<file path="src/rtl/alu_issue_pkg.sv">
package alu_issue_pkg;
  typedef enum logic [1:0] {
    AIC_IDLE  = 2'd0,
    AIC_READ  = 2'd1,
    AIC_WRITE = 2'd2
  } aic_state_t;

  localparam logic [1:0] AIC_OP_PASS = 2'd0;
  localparam logic [1:0] AIC_OP_ADD  = 2'd1;

  typedef struct packed {
    logic [1:0] code;
    logic       inv_a;
    logic       zero_a;
    logic       imm_ok;
  } aic_ctl_t;
endpackage

</file>
<file path="src/rtl/aic_op_latch.sv">
module aic_op_latch #(
  parameter int W = 16
) (
  input  logic                      clk,
  input  logic                      rst,
  input  logic                      load,
  input  alu_issue_pkg::aic_ctl_t   ctl_in,
  input  logic [W-1:0]              imm_in,
  output alu_issue_pkg::aic_ctl_t   ctl_q,
  output logic [W-1:0]              imm_q
);
  always_ff @(posedge clk) begin
    if (rst) begin
      ctl_q <= '0;
      imm_q <= '0;
    end else if (load) begin
      ctl_q <= ctl_in;
      imm_q <= imm_in;
    end
  end
endmodule

</file>
<file path="src/rtl/aic_src_port.sv">
module aic_src_port #(
  parameter int W = 16
) (
  input  logic         clk,
  input  logic         rst,
  input  logic         req_set,
  input  logic         go,
  input  logic [W-1:0] src,
  output logic         rel,
  output logic         grant,
  output logic [W-1:0] opnd
);
  assign grant = rel && go;

  always_ff @(posedge clk) begin
    if (rst) begin
      rel  <= 1'b0;
      opnd <= '0;
    end else begin
      if (req_set)    rel <= 1'b1;
      else if (grant) rel <= 1'b0;
      if (grant)      opnd <= src;
    end
  end
endmodule

</file>
<file path="src/rtl/aic_alu.sv">
module aic_alu #(
  parameter int W = 16
) (
  input  logic [1:0]   code,
  input  logic         inv_a,
  input  logic [W-1:0] a,
  input  logic [W-1:0] b,
  input  logic [W-1:0] c,
  output logic [W-1:0] y
);
  function automatic logic [W-1:0] alu_eval(input logic [1:0] op, input logic inv,
                                            input logic [W-1:0] x, input logic [W-1:0] p,
                                            input logic [W-1:0] q);
    logic [W-1:0] xa;
    xa = inv ? ~x : x;
    if (op == alu_issue_pkg::AIC_OP_ADD) return xa + p + q;
    return x;
  endfunction

  assign y = alu_eval(code, inv_a, a, b, c);
endmodule

</file>
<file path="src/rtl/alu_issue_ctrl.sv">
module alu_issue_ctrl #(
  parameter int W    = 16,
  parameter int NSRC = 2
) (
  input  logic              clk,
  input  logic              rst,
  input  logic              issue_i,
  input  logic [1:0]        op_code_i,
  input  logic              op_inv_a_i,
  input  logic              op_zero_a_i,
  input  logic [W-1:0]      op_imm_i,
  input  logic              op_imm_ok_i,
  input  logic [NSRC*W-1:0] src_i,
  output logic [NSRC-1:0]   rd_rel_o,
  input  logic [NSRC-1:0]   rd_go_i,
  output logic              wr_rel_o,
  input  logic              wr_go_i,
  output logic              busy_o,
  output logic [W-1:0]      data_o
);
  import alu_issue_pkg::*;

  aic_state_t     st;
  aic_ctl_t       ctl_in, ctl_q;
  logic [W-1:0]   imm_q;
  logic [NSRC-1:0] need, grant;
  logic [W-1:0]   opnd [NSRC];
  logic [W-1:0]   alu_a, alu_b, alu_c, alu_y;

  // named events for the checker
  logic accept, operands_done, release_ev;

  assign accept        = issue_i && (st == AIC_IDLE);
  assign operands_done = (st == AIC_READ) && (rd_rel_o == '0);
  assign release_ev    = (st == AIC_WRITE) && wr_go_i;

  assign ctl_in = '{code: op_code_i, inv_a: op_inv_a_i,
                    zero_a: op_zero_a_i, imm_ok: op_imm_ok_i};

  aic_op_latch #(.W(W)) op_latch_i (
    .clk(clk), .rst(rst), .load(accept),
    .ctl_in(ctl_in), .imm_in(op_imm_i),
    .ctl_q(ctl_q), .imm_q(imm_q)
  );

  for (genvar i = 0; i < NSRC; i++) begin : g_port
    if (i == 0) begin : g_a
      assign need[i] = !op_zero_a_i;
    end else if (i == 1) begin : g_b
      assign need[i] = !op_imm_ok_i;
    end else begin : g_x
      assign need[i] = 1'b1;
    end
    aic_src_port #(.W(W)) port_i (
      .clk(clk), .rst(rst),
      .req_set(accept && need[i]),
      .go(rd_go_i[i]),
      .src(src_i[i*W +: W]),
      .rel(rd_rel_o[i]),
      .grant(grant[i]),
      .opnd(opnd[i])
    );
  end

  assign alu_a = ctl_q.zero_a ? '0 : opnd[0];
  assign alu_b = ctl_q.imm_ok ? imm_q : opnd[1];
  if (NSRC > 2) begin : g_c
    assign alu_c = opnd[2];
  end else begin : g_noc
    assign alu_c = '0;
  end

  aic_alu #(.W(W)) alu_i (
    .code(ctl_q.code), .inv_a(ctl_q.inv_a),
    .a(alu_a), .b(alu_b), .c(alu_c), .y(alu_y)
  );

  always_ff @(posedge clk) begin
    if (rst) begin
      st     <= AIC_IDLE;
      data_o <= '0;
    end else begin
      case (st)
        AIC_IDLE:  if (accept)        st <= AIC_READ;
        AIC_READ:  if (operands_done) st <= AIC_WRITE;
        AIC_WRITE: if (release_ev)    st <= AIC_IDLE;
        default:                      st <= AIC_IDLE;
      endcase
      if (operands_done) data_o <= alu_y;
    end
  end

  assign busy_o   = (st != AIC_IDLE);
  assign wr_rel_o = (st == AIC_WRITE);
endmodule

</file>
<file path="config.mk">
export PLATFORM = sky130hd
export DESIGN_NAME = alu_issue_ctrl
export DESIGN_NICKNAME = d
export VERILOG_FILES = /design/src/rtl/alu_issue_pkg.sv /design/src/rtl/aic_op_latch.sv /design/src/rtl/aic_src_port.sv /design/src/rtl/aic_alu.sv /design/src/rtl/alu_issue_ctrl.sv
export SDC_FILE = /design/constraint.sdc
export NUM_CORES = 1
export LEC_CHECK = 0
export ABC_AREA = 0
export ABC_CLOCK_PERIOD_IN_PS = 3800
export BUFFER_PORTS_ARGS = -buffer_cell sky130_fd_sc_hd__buf_2
export CAP_MARGIN = 30
export CORE_UTILIZATION = 57
export DETAILED_ROUTE_END_ITERATION = 7
export PLACE_DENSITY = 0.8
export SYNTH_ARGS = -nofsm -noshare
export SYNTH_HDL_FRONTEND = slang
export SYNTH_HIERARCHICAL = 1
export SYNTH_SLANG_ARGS = --single-unit
</file>
<file path="constraint.sdc">
create_clock -name clk -period 3.8 [get_ports clk]
set_input_delay 0.19 -clock clk [delete_from_list [all_inputs] [get_ports clk]]
set_output_delay 0.19 -clock clk [all_outputs]
set_load 0.1 [all_outputs]
</file>
* After elaboration in Yosys (flattened, before gate mapping)
Index checks and enable logic that the tools add are counted.
** Cells by class
- $add $sub $neg :: 1
- Equal/unequal tests :: 6
- Muxes and demuxes :: 14
- Bitwise operators :: 1
- Reductions and logical operators :: 15
** Operators with widths (count)
- 16-bit 2-to-1 mux :: 5
- 16-bit adder :: 1
- 16-bit inverter :: 1
- 1-bit logical AND :: 7
- 2-bit 2-to-1 mux :: 3
- 2-bit one-hot mux with 3 select lines :: 1
- 2-bit nonzero test :: 3
- 1-bit 2-to-1 mux :: 5
- 2-bit by 1-bit == test with 1-bit output, second input constant :: 2
- 2-bit zero test :: 2
- 2-bit inequality test, second input constant :: 2
- 3-bit AND reduction :: 1
- 2-bit == test, second input constant :: 1
- 1-bit zero test :: 2
- 2-bit by 1-bit inequality test with 1-bit output, second input constant :: 1
** Storage, ports and cells
- Bits in registers :: 73

* Longest topological paths before layout
Gate-level depths: netlist of run 1.
- Depth in word-level cells :: 6
- Depth in mapped cells :: 16
- Mapped depth without buffers :: 15

* Hierarchy
Netlist of run 1, hierarchy kept.
** By module, submodules not included
- aic_src_port :: times used 2, cells an instance 79, area an instance 769.5 µm²
- aic_alu :: times used 1, cells an instance 172, area an instance 1378.8 µm²
- alu_issue_ctrl :: times used 1, cells an instance 119, area an instance 1153.6 µm²
- aic_op_latch :: times used 1, cells an instance 68, area an instance 752.0 µm²

* Worst setup path before layout of run 1
Ideal clock, no wire load.
- Path type :: register to register
- From :: register, netlist name op_latch_i/ctl_q[2]
- To :: register data_o[15]
- Library setup time :: 0.121 ns
- Arrival time :: 3.328 ns
- Slack :: 0.351 ns
- Cell stages (with the launch flop) :: 17
- Buffers on the path :: 2
- Clock period less this slack :: 3.449 ns
- Cells stage by stage :: dfxtp_1 > buf_4 > buf_1 > xnor2_1 > fa_1 > inv_1 > ha_1 > inv_1 > fa_1 > nor2b_4 > o2111ai_2 > a311oi_2 > o311ai_2 > a221oi_1 > nand3_1 > nand2b_1 > mux2i_1
** On the way
- Word-level cells in the longest chain between the ends :: 4
** Ends and longest elaborated chain
- 16-bit 2-to-1 mux :: line aic_alu.sv:15 : xa = inv ? ~x : x;
- 16-bit adder :: line aic_alu.sv:16 : if (op == alu_issue_pkg::AIC_OP_ADD) return xa + p + q;
- 16-bit 2-to-1 mux :: line aic_alu.sv:16
- 16-bit 2-to-1 mux :: line aic_alu.sv:17 : return x;
- via alu_y[15] :: line alu_issue_ctrl.sv:28 : logic [W-1:0] alu_a, alu_b, alu_c, alu_y;
- end signal, assigned :: line alu_issue_ctrl.sv:89 : if (operands_done) data_o <= alu_y;
- end, declared :: line alu_issue_ctrl.sv:19 : output logic [W-1:0] data_o
The timed path passes the listed nets, and every way through them passes these cells. The select of a mux whose other input is x is not followed.
A chain may end at the register's enable or synchronous reset.

* Worst setup path after layout of run 1
- From :: register, netlist name op_latch_i/ctl_q[0]
- To :: register data_o[15]
** On the way
- Word-level cells in the longest chain between the ends :: 4
** Ends and longest elaborated chain
- 16-bit 2-to-1 mux :: line alu_issue_ctrl.sv:66 : assign alu_b = ctl_q.imm_ok ? imm_q : opnd[1];
- via alu_b[1] :: line alu_issue_ctrl.sv:28
- 16-bit adder :: line aic_alu.sv:16
- 16-bit 2-to-1 mux :: line aic_alu.sv:16
- 16-bit 2-to-1 mux :: line aic_alu.sv:17
- via alu_y[15] :: line alu_issue_ctrl.sv:28
The timed path passes the listed nets, and every way through them passes these cells. The select of a mux whose other input is x is not followed.

==> results of run 1 <==
metrics by stage:
step / worst slack, ps / utilization [%] / cells / hold slack (ps)
global route: 16.8 / 66.1 / 701 / 79.2
CTS: 268 / 66.1 / 701 / 63.1
global placement: 411 / 63.2 / 684 / 423
finish: 238 / 66.1 / 701 / 73.2
detailed placement: 331 / 63.5 / 685 / 436
floorplan: 351 / - / 530 / 262
routing by layer:
layer	vias up	global-route usage [%]
met5	-	0
met4	0	10.4
met3	21	5.18
met2	87	44.5
met1	1778	31.6
li1	1901	-
report_power, final:
group	switching [µW]	internal [µW]
clock network	317	328
logic	352	234
registers	23.4	798
total	692	1360
flip-flops by register name (all words and copies together) (netlist names):
register / flops
g_port.port_i/opnd: 32
data_o: 16
op_latch_i/imm_q: 16
op_latch_i/ctl_q: 5
g_port.port_i/rel: 2
st: 2
worst min-delay path by stage:
stage                       from                                end  slack (ps)
finish              op_code_i[0]   op_latch_i/ctl_q[3]$_SDFFE_PP0P_          70
global route         op_imm_i[5]   op_latch_i/imm_q[5]$_SDFFE_PP0P_          80
CTS                 op_code_i[0]   op_latch_i/ctl_q[3]$_SDFFE_PP0P_          60
detailed placement   op_imm_i[0]   op_latch_i/imm_q[0]$_SDFFE_PP0P_         440
global placement    op_code_i[0]   op_latch_i/ctl_q[3]$_SDFFE_PP0P_         420
floorplan                    rst  op_latch_i/imm_q[14]$_SDFFE_PP0P_         260
cell type report:
| type | count | area, µm² | area share, % |
|---|---|---|---|
| Tap cell | 105 | 131 | 2.43 |
| Multi-Input combinational cell | 403 | 3060 | 56.6 |
| Clock buffer | 10 | 138 | 2.55 |
| Clock inverter | 6 | 72.6 | 1.34 |
| Sequential cell | 73 | 1460 | 27.0 |
| Timing Repair Buffer | 88 | 485 | 8.98 |
| Inverter | 16 | 60.1 | 1.11 |
worst register-to-register path, cell delays in order (launching register included):
cell and delay [ps]:
dfxtp_1 400, mux2_2 370, fa_1 540, ha_1 190, inv_1 60, fa_1 440, nor2b_4 160, o2111ai_2 150
a311oi_2 350, o311ai_2 180, a221oi_1 310, nand3_1 120, nand2b_1 90, mux2i_1 70
placed cells by master, fill, tap and decap left out, types with 3 or more instances in the layout:
cell and count:
buf_2 78, dfxtp_1 73, a21oi_1 40, nand3_1 38, mux2i_1 37, nand2b_1 36, nor2_1 35, a21bo_1 26
nand2_1 20, xor2_1 18, mux2_2 17, nor2b_1 16, inv_1 16, conb_1 16, fa_1 16, o21ai_0 15
ha_1 14, clkbuf_8 10, xnor2_1 9, buf_4 9, a21bo_2 6, a21o_1 4, o31ai_1 4, o21a_1 4
a211oi_1 3, nor3_1 3
==> reports/metrics.csv, run 1 <==
metric,value,unit
setup.worst_path.end,data_o[15]$_SDFFE_PP0P_,
globalplace.congestion,0.843,
vdd_drop_max,0.218,mV
worstSetupStartpoint,op_latch_i/ctl_q[0]$_SDFFE_PP0P_,
min_period,3560,ps
critPathBufInv,1,
relSlewSlack,57.2,%
power,2050,µW
fin_nets,680,
hold_viol_final,0,
antenna_found_initial,0,
core,0.00818,mm²
drt_iter0_drc,172,
top_layer_used,met4,
path_class,flop to flop,
wl_met2,5240,µm
cts_buffer_depth,2,
htreeDepth,3,
n_fill_cell,665,
path_max_fanout,4,
syn_to_final_growth,12.4,%
maxSlewViolCount,0,
dieWidth,93.9,µm
antenna_left,0,
cts_hold_buf,0,
cts.clk_slew.worst_paths,90,ps
synth_cells,515,
grt_setup_unrepaired,false,
cts_tree,built,
boundaryPins,79,
routedWlPerCell,15.1,µm
clk_latency,350,ps
grt_max_degree,47,
antennaDiodeCount,0,
slowest_stage,fa_1,
overflow,0,
root_buffer,clkbuf_8,
worstMarginPinSlew,641,ps
grt_usage,25.9,%
clock_skew,10.6,ps
hp-class,input pin to flop,
maxCapViolations,0,
cp.required,4020,ps
rr_endpoint,data_o[15]$_SDFFE_PP0P_,
critPathLaunchType,flop,
critPathTopFamily,adder cells,
place_area,0.00519,mm²
fp-row-count,33,
cp_slowest_stage_delay,540,ps
grt_pass1_vias,3838,
port_buffers,78,
die_h,93.9,µm
p_per_area,380,mW/mm²
cts_resized,0,
fp.dieArea,0.00881,mm²
period_share,93.7,%
end_kind,flop,
fin_setup_tns,0,ps
crit_chain,mux2_2 -> fa_1 -> ha_1 -> inv_1 -> fa_1 -> nor2b_4 -> o2111ai_2 -> a311oi_2 -> o311ai_2 -> a221oi_1 -> nand3_1 -> nand2b_1 -> mux2i_1,
drt_first_pass_iters,4,
drive_gt1_share,23.5,%
path_common_cell,fa_1,
status,finished clean,
synth_area,0.00481,mm²
via_per_inst,5.40,
timing.fmax,0.281,GHz
drt-total-wl,10600,µm
drc_errors,0,
worstPathArrival,3790,ps
num_vias,3787,
setup_viol,0,
cp.depth,13,
ys_warn_count,6,
post_cts_buffers,0,
leakagePower,0.00239,µW
r2r_cells,13,
reg2reg_slack,240,ps
dp_hpwl,7880,µm
start_util,58.8,%
final_area,0.00541,mm²
cts_made_buffers,9,
r2r-start,op_latch_i/ctl_q[0]$_SDFFE_PP0P_,
cts.sinks,73,
postSynthAreaPerCell,9.34,µm²
dr_wl_met3,489,µm
hold_depth,3,
grt_pass1_wl,17700,µm
wl_met1,4600,µm
No activity file was read; power rests on OpenSTA's default activity.
==> inputs of run 2 (changes only) <==
--- a/config.mk
+++ b/config.mk
@@ -9,9 +9,12 @@
 export ABC_CLOCK_PERIOD_IN_PS = 3800
 export BUFFER_PORTS_ARGS = -buffer_cell sky130_fd_sc_hd__buf_2
 export CAP_MARGIN = 30
-export CORE_UTILIZATION = 57
+export CELL_PAD_IN_SITES_DETAIL_PLACEMENT = 0
+export CELL_PAD_IN_SITES_GLOBAL_PLACEMENT = 1
+export CORE_MARGIN = 4
+export CORE_UTILIZATION = 44
 export DETAILED_ROUTE_END_ITERATION = 7
-export PLACE_DENSITY = 0.8
+export PLACE_DENSITY_LB_ADDON = 0.1
 export SYNTH_ARGS = -nofsm -noshare
 export SYNTH_HDL_FRONTEND = slang
 export SYNTH_HIERARCHICAL = 1
==> reports/metrics.csv, run 2 (synthesized netlist as in run 1, its figures left out) <==
metric,value,unit
status,finished clean,
fp.dieArea,0.0127,mm²
fin_nets,680,
antenna_found_initial,0,
die_h,113,µm
cp_slowest_stage_delay,540,ps
busiest_layer,met2,
maxCapViolations,0,
dp_hpwl,8310,µm
r2r_cells,13,
whs,65.6,ps
boundaryPins,79,
drc_errors,0,
drive_gt1_share,23.5,%
pwr-share-clk,31.9,%
worstMarginPinSlew,743,ps
cp.required,4080,ps
switchingPower,663,µW
dieWidth,113,µm
worstPathArrival,3770,ps
critPathLaunchType,flop,
maxSlewViolCount,0,
syn_to_final_growth,13.3,%
timing.fmax,0.287,GHz
power_frac_comb,28.1,%
drt-total-wl,11000,µm
drt_first_pass_iters,4,
htreeDepth,3,
drt_iter0_drc,99,
routedWlPerCell,15.0,µm
period_share,91.8,%
reg2reg_slack,310,ps
overflow,0,
switching_share,32.3,%
grt_max_degree,48,
grt_use_met2,30.9,%
largest_registers,"g_port.port_i/opnd: 32 flops, data_o: 16 flops, op_latch_i/imm_q: 16 flops",
cts.sinks,73,
cts_buffer_depth,2,
largest_reg_flops,32,
start_util,45.8,%
p_int,1390,µW
place_area,0.00523,mm²
power,2050,µW
rr_endpoint,data_o[13]$_SDFFE_PP0P_,
globalplace.congestion,0.831,
vdd_drop_max,0.296,mV
fp-row-count,37,
met3_usage,4.31,%
grt_pass1_wl,18600,µm
min_period,3490,ps
power_frac_seq,40.0,%
grt_setup_unrepaired,false,
path_max_fanout,6,
crit_chain,mux2_2 -> fa_1 -> ha_1 -> inv_1 -> fa_1 -> nor2b_4 -> o2111ai_2 -> a31oi_1 -> o211a_1 -> nor3_1 -> o31ai_1 -> nand2b_1 -> mux2i_1,
grt_pass1_vias,3872,
clock_skew,5.85,ps
root_buffer,clkbuf_8,
post-route-util,51.9,%
hp-class,input pin to flop,
final_area,0.00545,mm²
path_common_cell,fa_1,
slowest_stage,fa_1,
leakagePower,0.00240,µW
grt_usage,18.1,%
hold_viol_final,0,
setup_viol,0,
final_common_cell,buf_2,
r2r-start,op_latch_i/ctl_q[0]$_SDFFE_PP0P_,
setup.worst_path.end,data_o[13]$_SDFFE_PP0P_,
antenna_left,0,
fin_setup_tns,0,ps
worstSetupStartpoint,op_latch_i/ctl_q[0]$_SDFFE_PP0P_,
port_buffers,78,
use_met1,23.1,%
antennaDiodeCount,0,
layout_common_cells,"buf_2 (78), dfxtp_1 (72), a21oi_1 (40)",
core,0.0105,mm²
cts.clk_slew.worst_paths,80,ps
clk_latency,350,ps
cts_made_buffers,9,
end_kind,flop,
relSlewSlack,50.5,%
path_class,flop to flop,
top_register,g_port.port_i/opnd,
via_per_inst,5.09,
p_per_area,377,mW/mm²
num_vias,3725,
cts_tree,built,
[run 2: changes by cell type in the layout (fill, tap and decap cells not counted)]
cell and change:
clkbuf_1 +1, clkbuf_8 +2, clkinv_4 -2, dfxtp_1 -1, dfxtp_2 +1, inv_6 -1
[run 2: repair_timing]
action                                  in CTS  in global routing
resized for setup                            0                  1
hold buffers                                 0                  0
endpoints found under the hold margin        0                  0
endpoints found under the setup margin       0                  2
setup buffers                                0                  1
[run 2: worst max-delay path, delay by kind of cell (launching register included)]
kind	cells	cell delay (ps)
buffers and inverters	1	60
DFF	1	390
and+or+nand+nor	3	270
adders and majority gates	3	1160
muxes	2	510
AOI/OAI and AO/OA	4	1020
[run 2: cell type report]
cell class | instances | area (µm²)
Clock inverter | 3 | 46.3
Sequential cell | 73 | 1460
Clock buffer | 13 | 169
Fill cell | 998 | 5060
Multi-Input combinational cell | 403 | 3060
Inverter | 16 | 60.1
Tap cell | 136 | 170
Timing Repair Buffer | 88 | 485
[run 2: routing by layer]
metal  wire [µm]  up-vias  share of wire, %
li1            -     1906                 -
met1        5120     1752                47
met2        5340       52                48
met3         364       15               3.3
met4         184        0               1.7
met5           0        -                 0
[run 2: power groups by stage]
| stage | Clock (µW) | Combinational, µW | Sequential, µW |
|---|---|---|---|
| floorplan | 0 | 434 | 871 |
| finish | 655 | 576 | 822 |
| detailed placement | 0 | 581 | 841 |
| CTS | 684 | 582 | 823 |
| global route | 712 | 647 | 828 |
| global placement | 0 | 568 | 840 |
[run 2: worst min path at each step]
stage            startpoint                                end  slack (ps)  cells after the start
2_1_floorplan           rst  op_latch_i/imm_q[14]$_SDFFE_PP0P_         260                      1
3_3_place_gp   op_code_i[1]   op_latch_i/ctl_q[4]$_SDFFE_PP0P_         420                      3
3_5_place_dp   op_imm_i[10]  op_latch_i/imm_q[10]$_SDFFE_PP0P_         430                      3
4_1_cts        op_imm_i[15]  op_latch_i/imm_q[15]$_SDFFE_PP0P_          40                      3
5_1_grt        op_imm_i[10]  op_latch_i/imm_q[10]$_SDFFE_PP0P_          50                      3
6_report       op_imm_i[10]  op_latch_i/imm_q[10]$_SDFFE_PP0P_          70                      3
[run 2: metrics by stage]
step           std cells  setup slack (ps)
2_1_floorplan        530               351
3_3_place_gp         714               341
4_1_cts              731               233
3_5_place_dp         715               250
6_report             732               311
5_1_grt              732              4.86
==> inputs of run 3 (changes only) <==
--- a/config.mk
+++ b/config.mk
@@ -15,6 +15,7 @@
 export CORE_UTILIZATION = 44
 export DETAILED_ROUTE_END_ITERATION = 7
 export PLACE_DENSITY_LB_ADDON = 0.1
+export RECOVER_POWER = 50
 export SYNTH_ARGS = -nofsm -noshare
 export SYNTH_HDL_FRONTEND = slang
 export SYNTH_HIERARCHICAL = 1
==> reports/metrics.csv, run 3 (synthesized netlist as in run 1, its figures left out) <==
metric,value,unit
routedWlPerCell,15.1,µm
via_per_inst,5.10,
fp-row-count,37,
finalNonFillerCells,732,
cts_made_buffers,9,
maxCapViolations,1,
pre_cts_ws,250,ps
drt_first_pass_iters,4,
largest_registers,"g_port.port_i/opnd: 32 flops, data_o: 16 flops, op_latch_i/imm_q: 16 flops",
violations,"capacitance limit, slew limit",
drt-total-wl,11000,µm
grt_usage,18.1,%
cts.sinks,73,
status,"finished, violations left",
grt_pass1_vias,3872,
num_vias,3736,
clk_latency,350,ps
grt_pass1_wl,18600,µm
slowest_stage,fa_1,
dieWidth,113,µm
cp.required,4080,ps
cts.clk_slew.worst_paths,80,ps
n_fill_cell,1003,
post-route-util,51.6,%
overflow,0,
layout_common_cells,"dfxtp_1 (72), buf_2 (68), a21oi_1 (41)",
dp_hpwl,8310,µm
start_util,45.8,%
clock_skew,5.44,ps
cts_tree,built,
largest_reg_flops,32,
htreeDepth,3,
grt_max_degree,48,
hp-class,input pin to flop,
p_per_area,378,mW/mm²
cts_buffer_depth,2,
antenna_left,0,
path_common_cell,fa_1,
crit_chain,mux2_2 -> fa_1 -> ha_1 -> inv_1 -> fa_1 -> nor2b_4 -> o2111ai_2 -> a31oi_1 -> o211a_1 -> nor3_1 -> o31ai_1 -> nand2b_1 -> mux2i_1,
syn_to_final_growth,12.7,%
cp_slowest_stage_delay,540,ps
port_buffers,78,
timing.fmax,0.288,GHz
final_common_cell,dfxtp_1,
min_period,3480,ps
reg2reg_slack,320,ps
antenna_found_initial,0,
worstPathArrival,3760,ps
globalplace.congestion,0.831,
path_max_fanout,6,
root_buffer,clkbuf_8,
die_h,113,µm
end_kind,flop,
leakagePower,0.00234,µW
critPathLaunchType,flop,
fp.dieArea,0.0127,mm²
maxSlewViolCount,44,
fin_nets,680,
fin_setup_tns,0,ps
top_register,g_port.port_i/opnd,
boundaryPins,79,
setup_ws,322,ps
hold_viol_final,0,
grt_setup_unrepaired,false,
power,2050,µW
path_class,flop to flop,
drive_gt1_share,21.1,%
core,0.0105,mm²
worstMarginPinSlew,1910,ps
antennaDiodeCount,0,
relSlewSlack,-27.1,%
vdd_drop_max,0.296,mV
place_inst,715,
drc_errors,0,
period_share,91.5,%
drt_iter0_drc,101,
setup_viol,0,
[run 3: what timing repair did]
| action | 4_1_cts | 5_1_grt |
|---|---|---|
| setup buffers | 0 | 1 |
| setup endpoints to repair | 0 | 2 |
| gates resized for setup | 0 | 1 |
| hold buffers | 0 | 0 |
[run 3: worst paths after layout]
path                               startpoint                                 to  cells past startpoint
max reg2reg  op_latch_i/ctl_q[0]$_SDFFE_PP0P_            data_o[13]$_SDFFE_PP0P_                     13
max          op_latch_i/ctl_q[0]$_SDFFE_PP0P_            data_o[13]$_SDFFE_PP0P_                     13
min reg2reg           data_o[10]$_SDFFE_PP0P_            data_o[10]$_SDFFE_PP0P_                      2
min                              op_imm_i[10]  op_latch_i/imm_q[10]$_SDFFE_PP0P_                      3
[run 3: metrics by stage]
stage               hold slack [ps]  cell area, µm²
global route                   52.9            5420
detailed placement              431            5230
finish                         65.6            5420
global placement                424            5200
CTS                            43.7            5440
floorplan                       262            4870
[run 3: per-layer routing]
layer | vias up | GRT usage, % | share of wire [%]
li1 | 1905 | - | -
met1 | 1760 | 23.1 | 46
met2 | 56 | 30.9 | 49
met3 | 15 | 4.31 | 3.4
met4 | 0 | 4.49 | 1.7
met5 | - | 0 | 0
[run 3: where the power goes]
group / internal, µW / switching [µW] / leakage, µW
combinational: 229 / 344 / 0.00164
clock: 360 / 294 / 0.000106
sequential: 799 / 23.6 / 0.000594
[run 3: area by class of cell]
class | instances | area [µm²] | area share [%]
clock buffer | 13 | 169 | 3.11
inverter | 16 | 60.1 | 1.11
tap | 136 | 170 | 3.14
clock inverter | 3 | 46.3 | 0.854
timing repair buffer | 88 | 462 | 8.51
multi-input combinational | 403 | 3050 | 56.3
sequential | 73 | 1460 | 27.0
[run 3: worst max-delay path, delay by kind of cell (launching register included)]
kind	cells	cell delay, ps
fa+ha+maj	3	1150
simple gates	3	270
compound gates	4	1010
flops	1	390
mux	2	510
buf+inv	1	60
